File: config.mk
export PLATFORM = sky130hd
export DESIGN_NAME = burst_toggler
export DESIGN_NICKNAME = d
export VERILOG_FILES = /design/src/rtl/burst_toggler.sv
export SDC_FILE = /design/constraint.sdc
export NUM_CORES = 1
export LEC_CHECK = 0
export BUFFER_PORTS_ARGS = -buffer_cell sky130_fd_sc_hd__clkbuf_2
export CAP_MARGIN = 30
export CORE_MARGIN = 2
export CORE_UTILIZATION = 35
export CTS_CLUSTER_DIAMETER = 30
export DETAILED_ROUTE_END_ITERATION = 7
export GPL_ROUTABILITY_DRIVEN = 1
export HOLD_SLACK_MARGIN = 0.06
export PLACE_DENSITY = 0.52
export SYNTH_ARGS = -nofsm -noshare
export SYNTH_HDL_FRONTEND = slang
export SYNTH_SLANG_ARGS = --single-unit
export TNS_END_PERCENT = 50
File: constraint.sdc
create_clock -name clk -period 4 [get_ports clk]
set_clock_uncertainty 0.05 [all_clocks]
set_input_delay 0.2 -clock clk [delete_from_list [all_inputs] [get_ports clk]]
set_output_delay 0.2 -clock clk [all_outputs]
set_load 0.05 [all_outputs]
File: src/rtl/burst_toggler.sv
module burst_toggler #(
  parameter int CW = 16,
  parameter int NW = 16
) (
  input  logic          clk,
  input  logic          rst_n,
  input  logic          start_i,
  input  logic [CW-1:0] period_i,
  input  logic [CW-1:0] sub_i,
  input  logic [NW-1:0] count_i,
  input  logic          start_lvl_i,
  input  logic          idle_lvl_i,
  output logic          pin_o,
  output logic          busy_o,
  output logic          done_o
);

  localparam logic [CW-1:0] ONE_C = CW'(1);
  localparam logic [NW-1:0] ONE_N = NW'(1);

  logic [CW-1:0] per_q, sub_q, tick_q, ph_q;
  logic [NW-1:0] cnt_q, ev_q;
  logic          busy_q, done_q, pin_q;

  wire cfg_ok  = (sub_i != '0) && (sub_i < period_i) && (count_i != '0);
  wire accept  = start_i && !busy_q;
  wire per_hit = busy_q && (tick_q == per_q);
  wire sub_hit = busy_q && (tick_q != '0) && (ph_q == '0);
  wire last    = per_hit && (ev_q == cnt_q - ONE_N);

  always_ff @(posedge clk) begin
    if (!rst_n) begin
      per_q  <= '0;
      sub_q  <= '0;
      cnt_q  <= '0;
      tick_q <= '0;
      ph_q   <= '0;
      ev_q   <= '0;
      busy_q <= 1'b0;
      done_q <= 1'b0;
      pin_q  <= 1'b0;
    end else begin
      done_q <= 1'b0;
      if (accept) begin
        if (cfg_ok) begin
          per_q  <= period_i;
          sub_q  <= sub_i;
          cnt_q  <= count_i;
          tick_q <= '0;
          ph_q   <= '0;
          ev_q   <= '0;
          busy_q <= 1'b1;
          pin_q  <= start_lvl_i;
        end else begin
          done_q <= 1'b1;
          pin_q  <= idle_lvl_i;
        end
      end else if (busy_q) begin
        if (per_hit) begin
          tick_q <= '0;
          ph_q   <= '0;
          ev_q   <= ev_q + ONE_N;
        end else begin
          tick_q <= tick_q + ONE_C;
          ph_q   <= (ph_q == sub_q - ONE_C) ? '0 : ph_q + ONE_C;
        end
        if (sub_hit) pin_q <= ~pin_q;
        if (last) begin
          busy_q <= 1'b0;
          done_q <= 1'b1;
        end
      end else begin
        pin_q <= idle_lvl_i;
      end
    end
  end

  assign pin_o  = pin_q;
  assign busy_o = busy_q;
  assign done_o = done_q;

endmodule

==> impl_results.md <==
* Ys flop type: dfxtp_1
* Pwr/cell area at 359 mW/mm^2
* Internal Power at about 1.7 mW
* Initial drt markers at about 220
* Worst setup EP type: register
* Seq cells post-synth at between 90 and 100
* DRT Pass-1 Iters at 4
* CTS tree: built
* Number of global-route vias before repair at 5109
* Final hold vios at 0
* Outcome: completed
* Port Buf Inserts at 55
* EDFF count, synth at 0
* Comb pwr share at 0.215
* Mapped Cells at approximately 730
* DR vias at roughly 5300
* RSZ-0062 raised after global routing: false
* Sw Share at 0.310
* Net Sw Power at around 0.75 mW
* Share of cells above drive strength 1 at 0.119
* Post-route ant nets at 0
* Clock transition at the registers of the reported paths at 0.07 ns
* Fill cells at 1696
* Peak fanout along the critical path at 22
* Wire per inst at 15.4 um
* Largest net degree at the start of global routing at 55
* Final HPWL DP at ~12000 um
* Post-synthesis xor/xnor area fraction at 0.102
* Setup crit start kind: register
* Post-DP Area at approximately 0.0064 mm^2
* CORE AREA at about 0.017 mm^2
* Final critical-path share of the clock period at 0.805
* GP Congestion at between 0.8 and 0.9
* Synth Area in Simple Gates at 0.270
* Inserted Diodes at 0
* Final instance area at around 0.0067 mm^2
* Max rail drop VDD at between 0.2 and 0.25 mV
* H-tree levels at 3
* Worst slew margin at 0.591
* Asr flop ratio synth at 0
* Leakage at between 2 and 3 nW
* Fmax at roughly 0.31 GHz
* Synth Area in Adders at 0.0467
* Remaining global-route overflow at 0
* Setup Buffers After CTS at 0
* Clock sink count at 99
* Antenna violations before repair at 0
* Height of the die at 134 um
* Syn nets at roughly 810
* Critical path arrival at ~3.4 ns
* Slew Viols, Final at 0
* Synth-to-Final Area Change at 14.1%
* Synth Cell Area at just under 0.006 mm^2
* First-pass GRT wire length at around 26000 um
* Rows at 47
* Initial Utilization at 0.357
* Die footprint at around 0.018 mm^2
* Fin Setup TNS at 0 ns
* Mux contribution to synthesized area at 0.0698
* Distinct cells, synth at 61
* Total power at approximately 2.4 mW
* Complex-gate fraction of the synthesized area at 0.130
* Worst Path Class, Setup: reg -> reg
* Worst-margin pin slew at between 0.6 and 0.7 ns
* Main combinational cell family by area after synthesis: simple AND/OR/NAND/NOR gates
* DR vias/cell at about 5.3
* # Max-Cap Violations at 0
* Register area share after synthesis at 0.336
* Die width at about 130 um
* Routed wire length at about 16000 um
* Clock share of power at 0.339
* Num ports at 56
* DRC viols at 0
* Finished Layout Cells at between 1000 and 1500
* Clock Latency Late Sink at about 0.35 ns
* Worst hold path class: in -> reg
* Final setup viols at 0
* Worst EP required at approximately 4.2 ns
* Tot GR Track Use at 0.177
* Final min period at roughly 3.2 ns
* Flop pwr share at 0.446
* Avg Inst Size Synth at between 8 and 9 um^2
* Final net count at around 860
* Synth warnings at 0
* Root Driver: clkbuf_16
* Placed Cells at ~990
* Clock tree buffer depth at 2
* Total CTS buffers at 9
-- cells in the mapped netlist, types with 4 or more instances --
cell,count,area share
nand4_1,12,0.013
nand2b_1,4,0.0042
or2_2,4,0.0042
nand2_1,59,0.038
a21oi_1,39,0.033
a221o_1,4,0.0068
a31oi_1,14,0.015
mux2i_1,40,0.068
ha_1,22,0.047
dfxtp_1,99,0.34
nor3_1,18,0.015
a32o_1,4,0.0068
nor2b_1,4,0.0042
nand3b_1,9,0.011
nor4_1,22,0.023
nand3_1,18,0.015
nor3b_1,7,0.0089
and3_1,11,0.012
xnor2_1,46,0.068
o21ai_0,29,0.025
xor2_1,23,0.034
inv_1,33,0.021
a21o_1,5,0.0064
nor2_1,114,0.073
or3_1,15,0.016
clkbuf_1,25,0.016
or4_1,4,0.0051
-- kinds of logic (layout without fill, tap and decap cells) --
family / count (synthesis) / count (layout)
AO/OA/AOI/OAI: 120 / 120
XOR/XNOR: 69 / 69
adder cells (fa/ha/maj): 22 / 22
buffers and inverters: 66 / 122
flip-flops: 99 / 99
multiplexers: 41 / 41
AND/OR/NAND/NOR: 316 / 316
-- state kept, by name, summed over array words and instances, names as in the netlist --
signal	flops
busy_o	1
cnt_q	16
done_o	1
ev_q	16
per_q	16
ph_q	16
pin_o	1
sub_q	16
tick_q	16
-- metal layers --
metal  GRT usage  wire, um
met5           0         0
met3      0.0253       551
met1       0.239      7580
met4      0.0674       340
met2       0.286      7040
-- power by group through the flow --
stage	Clock (mW)	Combinational (mW)	Sequential (mW)
final	0.818	0.520	1.08
after global routing	0.889	0.580	1.08
after CTS	0.848	0.520	1.08
after detailed placement	0	0.512	1.10
after global placement	0	0.499	1.10
after floorplan	0	0.382	1.09
-- cells in the final DEF (no fill, tap or decap), drive strengths merged, types with 5 or more instances in the layout --
cell / count
xnor2: 46
nor2: 114
buf: 9
a21oi: 40
nand3b: 9
or4: 7
dfxtp: 99
or3: 15
and3: 11
xor2: 23
a21o: 5
nand4: 12
clkbuf: 65
nand2: 59
dlygate4sd3: 8
ha: 22
a31oi: 14
nor3b: 7
nor3: 18
o21ai: 29
inv: 34
mux2i: 40
nor4: 24
nand3: 18
-- worst max-delay path: stages (launching register included) --
cell	delay (ns)
dfxtp_1	0.37
inv_1	0.08
ha_1	0.28
or4b_1	0.53
nor4_4	0.17
xnor2_1	0.09
or4_4	0.50
nor4_4	0.29
a21oi_2	0.08
buf_4	0.21
and3_1	0.18
a221o_1	0.27
-- timing repair --
item,4_1_cts,5_1_grt
hold buffers,8,0
gates resized for setup,0,0
endpoints found under the setup margin,0,0
hold endpoints to repair,8,0
-- worst paths after layout --
| kind | end | slack, ns | depth (start not counted) | startpoint |
|---|---|---|---|---|
| max | ph_q[11] | 0.78 | 11 | sub_q[0] |
| min | cnt_q[10] | 0.07 | 3 | count_i[10] |
| max reg2reg | ph_q[11] | 0.78 | 11 | sub_q[0] |
| min reg2reg | per_q[1] | 0.47 | 2 | per_q[1] |
-- cell type report --
class / count / area [um^2] / area share
inverter: 34 / 128 / 0.0190
multi-input combinational: 568 / 3650 / 0.542
timing repair buffer: 72 / 423 / 0.0628
sequential: 99 / 1980 / 0.294
clock inverter: 6 / 42.5 / 0.00632
clock buffer: 10 / 229 / 0.0340
tap: 220 / 275 / 0.0409
-- stage by stage --
step,setup WS [ns],hold slack [ns],utilization
5_1_grt,0.646,0.0796,0.407
3_5_place_dp,0.792,0.353,0.386
2_1_floorplan,0.943,0.257,-
6_report,0.782,0.0694,0.407
3_3_place_gp,0.874,0.347,0.386
4_1_cts,0.785,0.0629,0.407
Power figures use the tool's default switching activity.
